**config.mk**
```make
export PLATFORM = sky130hd
export DESIGN_NAME = rom_sum_verifier
export DESIGN_NICKNAME = d
export VERILOG_FILES = /design/src/rtl/rsv_pkg.sv /design/src/rtl/rsv_fetch.sv /design/src/rtl/rsv_accum.sv /design/src/rtl/rsv_verdict.sv /design/src/rtl/rom_sum_verifier.sv
export SDC_FILE = /design/constraint.sdc
export NUM_CORES = 1
export LEC_CHECK = 0
export BUFFER_PORTS_ARGS = -buffer_cell sky130_fd_sc_hd__buf_2
export CORE_MARGIN = 5
export CORE_UTILIZATION = 45
export DETAILED_ROUTE_END_ITERATION = 8
export GPL_ROUTABILITY_DRIVEN = 0
export GPL_TIMING_DRIVEN = 0
export PLACE_DENSITY = 0.66
export RECOVER_POWER = 25
export SETUP_SLACK_MARGIN = 0.3
export SLEW_MARGIN = 20
export SYNTH_ARGS = -nofsm -noshare
export SYNTH_HDL_FRONTEND = slang
export SYNTH_SLANG_ARGS = --single-unit
```
**constraint.sdc**
```tcl
create_clock -name clk -period 4.2 [get_ports clk]
set_input_delay 0.84 -clock clk [delete_from_list [all_inputs] [get_ports clk]]
set_output_delay 0.84 -clock clk [all_outputs]
set_load 0.005 [all_outputs]
```
**src/rtl/rsv_pkg.sv**
```systemverilog
package rsv_pkg;
  localparam int SUM_W = 8;

  typedef logic [SUM_W-1:0] sum_t;

  typedef enum logic [1:0] {
    SCAN_IDLE  = 2'd0,
    SCAN_RUN   = 2'd1,
    SCAN_DRAIN = 2'd2
  } scan_st_e;
endpackage

```
**src/rtl/rsv_fetch.sv**
```systemverilog
module rsv_fetch
  import rsv_pkg::*;
#(
  parameter int NUM_ROMS  = 26,
  parameter int ROM_BYTES = 1024,
  parameter int IDXW      = 5,
  parameter int AW        = 10
) (
  input  logic            clk,
  input  logic            rst_n,
  input  logic            go_i,
  input  logic            abort_i,
  input  logic            finish_i,
  output logic            rd_en_o,
  output logic [IDXW-1:0] rd_rom_o,
  output logic [AW-1:0]   rd_addr_o,
  output logic            byte_last_o,
  output logic            busy_o
);
  localparam logic [AW-1:0]   LAST_ADDR = AW'(ROM_BYTES - 1);
  localparam logic [IDXW-1:0] LAST_ROM  = IDXW'(NUM_ROMS);

  scan_st_e        st_q, st_d;
  logic [IDXW-1:0] rom_q, rom_d;
  logic [AW-1:0]   addr_q, addr_d;
  logic            en_q, en_d;
  logic            upd;

  assign byte_last_o = (addr_q == LAST_ADDR);
  assign upd         = go_i | abort_i | (st_q != SCAN_IDLE);

  always_comb begin
    st_d   = st_q;
    rom_d  = rom_q;
    addr_d = addr_q;
    en_d   = en_q;
    case (st_q)
      SCAN_IDLE: begin
        if (go_i) begin
          st_d   = SCAN_RUN;
          rom_d  = IDXW'(1);
          addr_d = '0;
          en_d   = 1'b1;
        end
      end
      SCAN_RUN: begin
        if (byte_last_o) begin
          addr_d = '0;
          if (rom_q == LAST_ROM) begin
            en_d = 1'b0;
            st_d = SCAN_DRAIN;
          end else begin
            rom_d = rom_q + IDXW'(1);
          end
        end else begin
          addr_d = addr_q + AW'(1);
        end
      end
      SCAN_DRAIN: begin
        if (finish_i) st_d = SCAN_IDLE;
      end
      default: st_d = SCAN_IDLE;
    endcase
    if (abort_i) begin
      st_d = SCAN_IDLE;
      en_d = 1'b0;
    end
  end

  always_ff @(posedge clk or negedge rst_n) begin
    if (!rst_n) begin
      st_q   <= SCAN_IDLE;
      rom_q  <= '0;
      addr_q <= '0;
      en_q   <= 1'b0;
    end else if (upd) begin
      st_q   <= st_d;
      rom_q  <= rom_d;
      addr_q <= addr_d;
      en_q   <= en_d;
    end
  end

  assign rd_en_o   = en_q;
  assign rd_rom_o  = rom_q;
  assign rd_addr_o = addr_q;
  assign busy_o    = (st_q != SCAN_IDLE);


  rom_step_chk: assert property (@(posedge clk) disable iff (!rst_n)
    (rd_en_o && $past(rd_en_o) && rd_addr_o == '0) |-> rd_rom_o == $past(rd_rom_o) + IDXW'(1));


  addr_step_chk: assert property (@(posedge clk) disable iff (!rst_n)
    (rd_en_o && $past(rd_en_o) && rd_addr_o != '0) |-> rd_addr_o == $past(rd_addr_o) + AW'(1));
endmodule

```
**src/rtl/rsv_accum.sv**
```systemverilog
module rsv_accum
  import rsv_pkg::*;
#(
  parameter int IDXW = 5
) (
  input  logic            clk,
  input  logic            rst_n,
  input  logic            flush_i,
  input  logic            iss_en_i,
  input  logic            iss_last_i,
  input  logic [IDXW-1:0] iss_rom_i,
  input  sum_t            rd_data_i,
  output logic            cmp_vld_o,
  output logic [IDXW-1:0] cmp_rom_o,
  output sum_t            cmp_sum_o
);
  logic            s_vld_q, s_vld_d;
  logic            s_last_q;
  logic [IDXW-1:0] s_rom_q;
  sum_t            acc_q, acc_d;
  sum_t            sum_now;

  assign sum_now = acc_q + rd_data_i;

  always_comb begin
    s_vld_d = flush_i ? 1'b0 : iss_en_i;
    acc_d   = acc_q;
    if (flush_i)      acc_d = '0;
    else if (s_vld_q) acc_d = s_last_q ? '0 : sum_now;
  end

  always_ff @(posedge clk or negedge rst_n) begin
    if (!rst_n) begin
      s_vld_q  <= 1'b0;
      s_last_q <= 1'b0;
      s_rom_q  <= '0;
      acc_q    <= '0;
    end else begin
      s_vld_q  <= s_vld_d;
      s_last_q <= iss_last_i;
      s_rom_q  <= iss_rom_i;
      acc_q    <= acc_d;
    end
  end

  assign cmp_vld_o = s_vld_q & s_last_q;
  assign cmp_rom_o = s_rom_q;
  assign cmp_sum_o = sum_now;
endmodule

```
**src/rtl/rsv_verdict.sv**
```systemverilog
module rsv_verdict
  import rsv_pkg::*;
#(
  parameter int NUM_ROMS = 26,
  parameter int IDXW     = 5
) (
  input  logic            clk,
  input  logic            rst_n,
  input  logic            go_i,
  input  logic            mode_i,
  input  logic            cmp_vld_i,
  input  logic [IDXW-1:0] cmp_rom_i,
  input  sum_t            cmp_sum_i,
  output logic            abort_o,
  output logic            finish_o,
  output logic            done_o,
  output logic            pass_o,
  output logic [IDXW-1:0] fail_idx_o,
  output sum_t            fail_sum_o,
  output logic            swap_o,
  output logic [IDXW-1:0] swap_idx_o
);
  localparam logic [8:0] TOP9 = 9'(NUM_ROMS);

  logic            mode_q, mode_d;
  logic            failed_q, failed_d;
  logic            done_q, done_d;
  logic [IDXW-1:0] fidx_q, fidx_d;
  sum_t            fsum_q, fsum_d;
  logic            swap_q, swap_d;
  logic [IDXW-1:0] sidx_q, sidx_d;
  logic [8:0]      sum9, rom9;
  logic            mismatch, hit;

  assign sum9     = {1'b0, cmp_sum_i};
  assign rom9     = 9'(cmp_rom_i);
  assign mismatch = cmp_vld_i && (sum9 != rom9);
  assign hit      = (sum9 != 9'd0) && (sum9 <= TOP9);
  assign abort_o  = mismatch && mode_q;
  assign finish_o = cmp_vld_i && (cmp_rom_i == IDXW'(NUM_ROMS));

  always_comb begin
    mode_d   = mode_q;
    failed_d = failed_q;
    done_d   = done_q;
    fidx_d   = fidx_q;
    fsum_d   = fsum_q;
    swap_d   = swap_q;
    sidx_d   = sidx_q;
    if (go_i) begin
      mode_d   = mode_i;
      failed_d = 1'b0;
      done_d   = 1'b0;
      fidx_d   = '0;
      fsum_d   = '0;
      swap_d   = 1'b0;
      sidx_d   = '0;
    end else begin
      if (mismatch && !failed_q) begin
        failed_d = 1'b1;
        fidx_d   = cmp_rom_i;
        fsum_d   = cmp_sum_i;
        swap_d   = hit;
        sidx_d   = hit ? cmp_sum_i[IDXW-1:0] : '0;
      end
      if (finish_o || abort_o) done_d = 1'b1;
    end
  end

  always_ff @(posedge clk or negedge rst_n) begin
    if (!rst_n) begin
      mode_q   <= 1'b0;
      failed_q <= 1'b0;
      done_q   <= 1'b0;
      fidx_q   <= '0;
      fsum_q   <= '0;
      swap_q   <= 1'b0;
      sidx_q   <= '0;
    end else begin
      mode_q   <= mode_d;
      failed_q <= failed_d;
      done_q   <= done_d;
      fidx_q   <= fidx_d;
      fsum_q   <= fsum_d;
      swap_q   <= swap_d;
      sidx_q   <= sidx_d;
    end
  end

  assign done_o     = done_q;
  assign pass_o     = done_q & ~failed_q;
  assign fail_idx_o = fidx_q;
  assign fail_sum_o = fsum_q;
  assign swap_o     = swap_q;
  assign swap_idx_o = sidx_q;


  first_fail_hold_chk: assert property (@(posedge clk) disable iff (!rst_n)
    (failed_q && !go_i) |=> ($stable(fail_idx_o) && $stable(fail_sum_o)));


  swap_other_chk: assert property (@(posedge clk) disable iff (!rst_n)
    swap_o |-> (failed_q && swap_idx_o != fail_idx_o));
endmodule

```
**src/rtl/rom_sum_verifier.sv**
```systemverilog
module rom_sum_verifier
  import rsv_pkg::*;
#(
  parameter int  NUM_ROMS  = 26,
  parameter int  ROM_BYTES = 1024,
  localparam int IDXW      = $clog2(NUM_ROMS + 1),
  localparam int AW        = $clog2(ROM_BYTES)
) (
  input  logic            clk,
  input  logic            rst_n,
  input  logic            start_i,
  input  logic            stop_on_fail_i,
  output logic            rd_en_o,
  output logic [IDXW-1:0] rd_rom_o,
  output logic [AW-1:0]   rd_addr_o,
  input  logic [7:0]      rd_data_i,
  output logic            busy_o,
  output logic            done_o,
  output logic            pass_o,
  output logic [IDXW-1:0] fail_idx_o,
  output logic [7:0]      fail_sum_o,
  output logic            swap_o,
  output logic [IDXW-1:0] swap_idx_o
);
  logic            go, abort, finish, byte_last;
  logic            cmp_vld;
  logic [IDXW-1:0] cmp_rom;
  sum_t            cmp_sum;

  assign go = start_i & ~busy_o;

  rsv_fetch #(
    .NUM_ROMS (NUM_ROMS),
    .ROM_BYTES(ROM_BYTES),
    .IDXW     (IDXW),
    .AW       (AW)
  ) fetch_i (
    .clk        (clk),
    .rst_n      (rst_n),
    .go_i       (go),
    .abort_i    (abort),
    .finish_i   (finish),
    .rd_en_o    (rd_en_o),
    .rd_rom_o   (rd_rom_o),
    .rd_addr_o  (rd_addr_o),
    .byte_last_o(byte_last),
    .busy_o     (busy_o)
  );

  rsv_accum #(
    .IDXW(IDXW)
  ) accum_i (
    .clk       (clk),
    .rst_n     (rst_n),
    .flush_i   (go | abort),
    .iss_en_i  (rd_en_o),
    .iss_last_i(byte_last),
    .iss_rom_i (rd_rom_o),
    .rd_data_i (rd_data_i),
    .cmp_vld_o (cmp_vld),
    .cmp_rom_o (cmp_rom),
    .cmp_sum_o (cmp_sum)
  );

  rsv_verdict #(
    .NUM_ROMS(NUM_ROMS),
    .IDXW    (IDXW)
  ) verdict_i (
    .clk       (clk),
    .rst_n     (rst_n),
    .go_i      (go),
    .mode_i    (stop_on_fail_i),
    .cmp_vld_i (cmp_vld),
    .cmp_rom_i (cmp_rom),
    .cmp_sum_i (cmp_sum),
    .abort_o   (abort),
    .finish_o  (finish),
    .done_o    (done_o),
    .pass_o    (pass_o),
    .fail_idx_o(fail_idx_o),
    .fail_sum_o(fail_sum_o),
    .swap_o    (swap_o),
    .swap_idx_o(swap_idx_o)
  );


  done_idle_chk: assert property (@(posedge clk) disable iff (!rst_n)
    done_o |-> !busy_o);


  stop_halt_chk: assert property (@(posedge clk) disable iff (!rst_n)
    abort |=> (!busy_o && done_o && !rd_en_o));
endmodule

```
Word level (Yosys, flattened, before mapping)
Cells that the tools add are included.
{"block": "totals", "wordCells": 93, "output_inout_bits": 38, "ff_bits": 55, "input_bits": 12}
{"block": "op_classes", "n_bitwise": 7, "n_reduce_logical": 19, "add_sub_neg": 3, "mux": 35, "eq_ne": 13, "magnitude_cmp": 1}
{"cell": "5-bit 2-to-1 mux", "n": 8}
{"cell": "8-bit 2-to-1 mux", "n": 5}
{"cell": "10-bit 2-to-1 mux", "n": 2}
{"cell": "10-bit one-hot mux with 2 select lines", "n": 1}
{"cell": "5-bit AND reduction", "n": 3}
{"cell": "3-bit by 1-bit inequality test with 1-bit output (second input constant)", "n": 4}
{"cell": "1-bit 2-to-1 mux", "n": 11}
{"cell": "10-bit by 1-bit adder with 10-bit output (second input constant)", "n": 1}
{"cell": "10-bit == test (second input constant)", "n": 1}
{"cell": "5-bit == test (second input constant)", "n": 2}
{"cell": "2-bit 2-to-1 mux", "n": 5}
{"cell": "5-bit one-hot mux with 2 select lines", "n": 1}
{"cell": "2-bit nonzero test", "n": 5}
{"cell": "9-bit nonzero test", "n": 1}
{"cell": "8-bit adder", "n": 1}
{"cell": "8-bit by 5-bit <= comparator with 1-bit output (second input constant)", "n": 1}
{"cell": "8-bit by 5-bit inequality test with 1-bit output", "n": 1}
{"cell": "2-bit one-hot mux with 3 select lines", "n": 1}
{"cell": "5-bit by 1-bit adder with 5-bit output (second input constant)", "n": 1}
{"cell": "1-bit logical AND", "n": 5}
{"cell": "2-bit by 1-bit inequality test with 1-bit output (second input constant)", "n": 2}
{"cell": "1-bit bitwise AND", "n": 3}
{"cell": "3-bit AND reduction", "n": 1}
{"cell": "3-bit nonzero test", "n": 1}
{"cell": "9 further kinds", "n": 11}

Longest topological paths before layout
{"block": "logic_depth", "ltp_word": 7, "ltp_mapped": 10}

Hierarchy
From an unflattened synthesis, not the netlist that was laid out.
{"block": "hier_totals", "hier_cells": 318, "hier_area_um2": 3221.8}
{"module": "rsv_verdict", "seq_area_each_um2": 550.5, "n_inst": 1, "cells_per_inst": 114, "area_per_inst_um2": 1231.2}
{"module": "rsv_fetch", "seq_area_each_um2": 450.4, "n_inst": 1, "cells_per_inst": 104, "area_per_inst_um2": 1002.2}
{"module": "rsv_accum", "seq_area_each_um2": 375.4, "n_inst": 1, "cells_per_inst": 98, "area_per_inst_um2": 968.4}
{"module": "rom_sum_verifier", "seq_area_each_um2": 0.0, "n_inst": 1, "cells_per_inst": 2, "area_per_inst_um2": 20.0}

Worst setup path after synthesis
Ideal clock, no wire load.
{"block": "synth_timing", "path_type": "input to register", "startpoint": "input rd_data_i[0]", "endpoint": "register verdict_i.fidx_q[1] (netlist: verdict_i.fail_idx_o[1])", "t_arrival_ns": 2.880, "cell_stages": 10, "setup_time_ns": 0.123, "slack_ns": 1.197, "t_required_ns": 4.077, "path_cell_list": "ha_1 > fa_1 > a211oi_2 > or4_1 > o2111ai_2 > nor4b_4 > a21boi_1 > buf_6 > buf_6 > mux2i_1"}
{"block": "synth_via", "elab_chain_cells": 5}
{"item": "start: declaration", "line_no": "rom_sum_verifier.sv:16", "rtl": "input logic [7:0] rd_data_i,"}
{"item": "8-bit adder", "line_no": "rsv_accum.sv:23", "rtl": "assign sum_now = acc_q + rd_data_i;"}
{"item": "8-bit by 5-bit inequality test with 1-bit output", "line_no": "rsv_verdict.sv:37", "rtl": "assign mismatch = cmp_vld_i && (sum9 != rom9);"}
{"item": "1-bit logical AND", "line_no": "rsv_verdict.sv:37"}
{"item": "1-bit logical AND", "line_no": "rsv_verdict.sv:59", "rtl": "if (mismatch && !failed_q) begin"}
{"item": "2-bit nonzero test (no line)"}
{"item": "end signal: assignment", "line_no": "rsv_verdict.sv:83", "rtl": "fidx_q <= fidx_d;"}
{"item": "end: declaration", "line_no": "rsv_verdict.sv:28", "rtl": "logic [IDXW-1:0] fidx_q, fidx_d;"}
Every way passes these cells.
A chain may end at the register's enable or synchronous reset.

Worst setup path in the final report
{"block": "layout_timing", "startpoint": "input rd_data_i[0]", "endpoint": "register verdict_i.sidx_q[3] (netlist: verdict_i.swap_idx_o[3])"}
{"block": "layout_via", "elab_chain_cells": 6}
{"item": "8-bit adder (*)", "line_no": "rsv_accum.sv:23"}
{"item": "8-bit by 5-bit <= comparator with 1-bit output or 9-bit nonzero test (tied branches)", "line_no": "rsv_verdict.sv:38", "rtl": "assign hit = (sum9 != 9'd0) && (sum9 <= TOP9);"}
{"item": "1-bit logical AND", "line_no": "rsv_verdict.sv:38"}
{"item": "5-bit 2-to-1 mux", "line_no": "rsv_verdict.sv:64", "rtl": "sidx_d = hit ? cmp_sum_i[IDXW-1:0] : '0;"}
{"item": "5-bit 2-to-1 mux", "line_no": "rsv_verdict.sv:59"}
{"item": "5-bit 2-to-1 mux", "line_no": "rsv_verdict.sv:50", "rtl": "if (go_i) begin"}
{"item": "end signal: assignment", "line_no": "rsv_verdict.sv:86", "rtl": "sidx_q <= sidx_d;"}
{"item": "end: declaration", "line_no": "rsv_verdict.sv:31", "rtl": "logic [IDXW-1:0] sidx_q, sidx_d;"}
Every way passes the cells marked *; elsewhere a longest branch is shown, timed or not. The select of a mux whose other input is x is not followed.

==> flow_summary.toml <==
[routing]
drt-initial-drc-count = 115
drc_errors = 0
ant_nets = 0
dr.pass1.iters = 4
routed_wl_mm = 6.56
vias_per_cell = 5.44
vias = 2376
drt-wirelength-per-cell_um = 15.0

[power]
intPower_uw = 1040
p_per_area_nw_per_um2 = 514
p_leak_uw = 0.00160
comb_power_share_pct = 42.1
clockPowerShare_pct = 17.6
ir_drop_mv = 0.264
p_sw_uw = 671
power_frac_seq_pct = 40.3
p_sw_share_pct = 39.1

[clocking]
post_cts_buffers = 0
cts_hold_buf = 0
root_buffer = "clkbuf_8"
cts_resized = 0
clk_pin_slew_worst_paths_ns = 0.10
clock-sinks = 55
cts-buffers-inserted = 5
clk_latency_ns = 0.31
htreeDepth = 2
cts_tree = "yes"
clock_path_buffers = 2

[synthesis]
yosysWarnings = 0
synth_edf_count = 0
netlist_area_sq_um = 2910
synth_seq_cells = 55
synth_cell_type_count = 50
synth_ff_type = "dfrtp_1"
synth.avg_cell_area_sq_um = 9.60
syn_inst = 303
async_flop_share_pct = 100
syn_nets = 326
ys_seq_area_share_pct = 47.3

[sta]
grt_setup_unrepaired = "no"
maxSlewViolCount = 0
min_period_ns = 3.06
hold_viol_final = 0
timing.setup.tns_ns = 0
worst_pin_slew_ns = 0.681
period_share_pct = 72.7
whs_ns = 0.470
relSlewSlack_pct = 54.6
fmax_mhz = 327
fin_skew_ns = 0.00893
setup_viol = 0

[floorplanning]
dieWidth_um = 90.4
initial_utilization_pct = 46.1
die_height_um = 90.4
io_pins = 50
core_area_sq_um = 6310
core.rowCount = 29
die_area_sq_um = 8170

[finish]
diodes = 0
syn_to_final_growth_pct = 14.8
fin_nets = 382
drive_gt1_share_pct = 18.3
fillCellCount = 612

[critical_path]
critPathRequiredTime_ns = 4.44
path_max_fanout = 10
critical_path_class = "in2reg"
startpoint_type = "input pin"
cp.arrival_ns = 3.30
reg2regPathDepth = 10
cp-end-kind = "flop"

[grt]
grt_max_degree = 56
grt_pass1_wl_mm = 11.4
grt_pass1_vias = 2361
overflow = 0
antenna_found_initial = 0
grt_util_all_layers_pct = 16.8

[place]
port_buffers = 49
dpl.hpwl_mm = 4.88

[min_path]
hold_path.class = "reg2reg"
hold_depth = 0

[job]
drv_cap = 0

[status]
outcome = "completed"
## logic make-up after synthesis
kind of cell	share of synthesized area, %
compound gates	15.1
xor+xnor	4.69
mux	3.83
simple gates	20.7
flops	47.3
fa+ha+maj	4.99
buf+inv	3.27
## cell type report
| type | count | area [sq um] | share of cell area (%) |
|---|---|---|---|
| plain buffers | 10 | 53.8 | 1.61 |
| clock inverters | 3 | 18.8 | 0.562 |
| well taps | 77 | 96.3 | 2.88 |
| multi-input cells | 227 | 1440 | 43.0 |
| repair buffers | 49 | 248 | 7.42 |
| inverters | 11 | 41.3 | 1.24 |
| clock buffers | 5 | 68.8 | 2.06 |
| flip-flops and latches | 55 | 1380 | 41.2 |
## worst max-delay path, cell delays in order
cell,delay [ns]
buf_2,0.10
ha_1,0.23
fa_1,0.43
a211oi_2,0.31
o21bai_1,0.22
xnor3_1,0.28
nor3b_2,0.28
a21boi_1,0.11
buf_6,0.17
buf_6,0.15
o22ai_1,0.16
## power groups by stage
stage	Clock, uW	Sequential [uW]	Combinational [uW]
floorplan	0	688	541
global placement	0	697	713
detailed placement	0	701	722
CTS	306	693	727
global route	324	707	831
finish	302	692	722
## cell usage after synthesis (all sizes together), types with 2 or more instances
cell	n	share of area, %
nand4b	3	0.90
buf	3	0.95
o31ai	3	0.77
a21o	2	0.52
xnor2	8	2.4
nor2b	10	2.2
inv	11	1.4
nand3b	2	0.52
o21bai	3	0.77
nand2	47	6.1
nand3	12	2.1
and2	2	0.43
nor4b	2	1.1
dfrtp	55	47
nor3b	2	0.69
nand4	5	1.1
a211oi	2	0.69
clkbuf	7	0.90
and3	4	0.86
mux2i	10	3.4
nand2b	4	0.86
xor2	5	1.5
nor3	2	0.34
a21oi	18	3.1
a31oi	4	0.86
nor2	24	3.1
o21ai	21	3.6
ha	10	4.3
o22ai	5	1.1
o21a	2	0.52
## stage by stage
stage               instances  instance area (sq um)  worst slack, ns  power, uW  util (%)
finish                    437                   3340             1.14       1720      52.9
global route              437                   3340            0.968       1860      52.9
CTS                       437                   3340             1.13       1730      52.9
detailed placement        429                   3250            0.806       1420      51.5
global placement          429                   3250            0.858       1410      51.5
floorplan                 303                   2910             1.20       1230         -
## cells in the final DEF, fill, tap and decap left out, types with 5 or more instances in the layout
cell / Yosys / final
a21oi_1: 18 / 18
ha_1: 10 / 10
clkbuf_8: 0 / 5
inv_1: 11 / 11
nor2_1: 24 / 24
xnor2_1: 8 / 8
mux2i_1: 10 / 10
buf_2: 1 / 49
o21ai_0: 15 / 15
nor2b_1: 10 / 10
clkbuf_1: 7 / 7
nand2_1: 47 / 47
nand4_1: 5 / 5
o21ai_1: 6 / 6
dfrtp_1: 55 / 55
xor2_1: 5 / 5
o22ai_1: 5 / 5
nand3_1: 12 / 12
## metal layers
metal	vias to the layer above	GRT usage [%]	wire length, um
met4	0	5.21	69
li1	1178	-	-
met2	56	26.7	3080
met5	-	0	0
met3	6	3.67	322
met1	1136	22.8	3090
## flip-flops by register name, summed over array words and instances (netlist names)
name and cells:
fetch_i.rd_addr_o 10, accum_i.acc_q 8, verdict_i.fail_sum_o 8, accum_i.cmp_rom_o 5, fetch_i.rd_rom_o 5, verdict_i.fail_idx_o 5, verdict_i.swap_idx_o 5, fetch_i.st_q 2
accum_i.s_last_q 1, accum_i.s_vld_q 1, fetch_i.rd_en_o 1, verdict_i.done_o 1, verdict_i.failed_q 1, verdict_i.mode_q 1, verdict_i.swap_o 1
## worst paths after layout
kind	startpoint	end	slack, ns
min reg2reg	fetch_i.rd_rom_o[4]$_DFFE_PN0P_	accum_i.cmp_rom_o[4]$_DFF_PN0_	0.47
max reg2reg	accum_i.acc_q[0]$_DFFE_PN0P_	verdict_i.swap_idx_o[3]$_DFFE_PN0P_	1.39
max in group asynchronous	rst_n	accum_i.acc_q[2]$_DFFE_PN0P_	3.19
min	fetch_i.rd_rom_o[4]$_DFFE_PN0P_	accum_i.cmp_rom_o[4]$_DFF_PN0_	0.47
max	rd_data_i[0]	verdict_i.swap_idx_o[3]$_DFFE_PN0P_	1.14
min in group asynchronous	rst_n	verdict_i.swap_idx_o[3]$_DFFE_PN0P_	0.55
No activity file was read; power rests on OpenSTA's default activity.
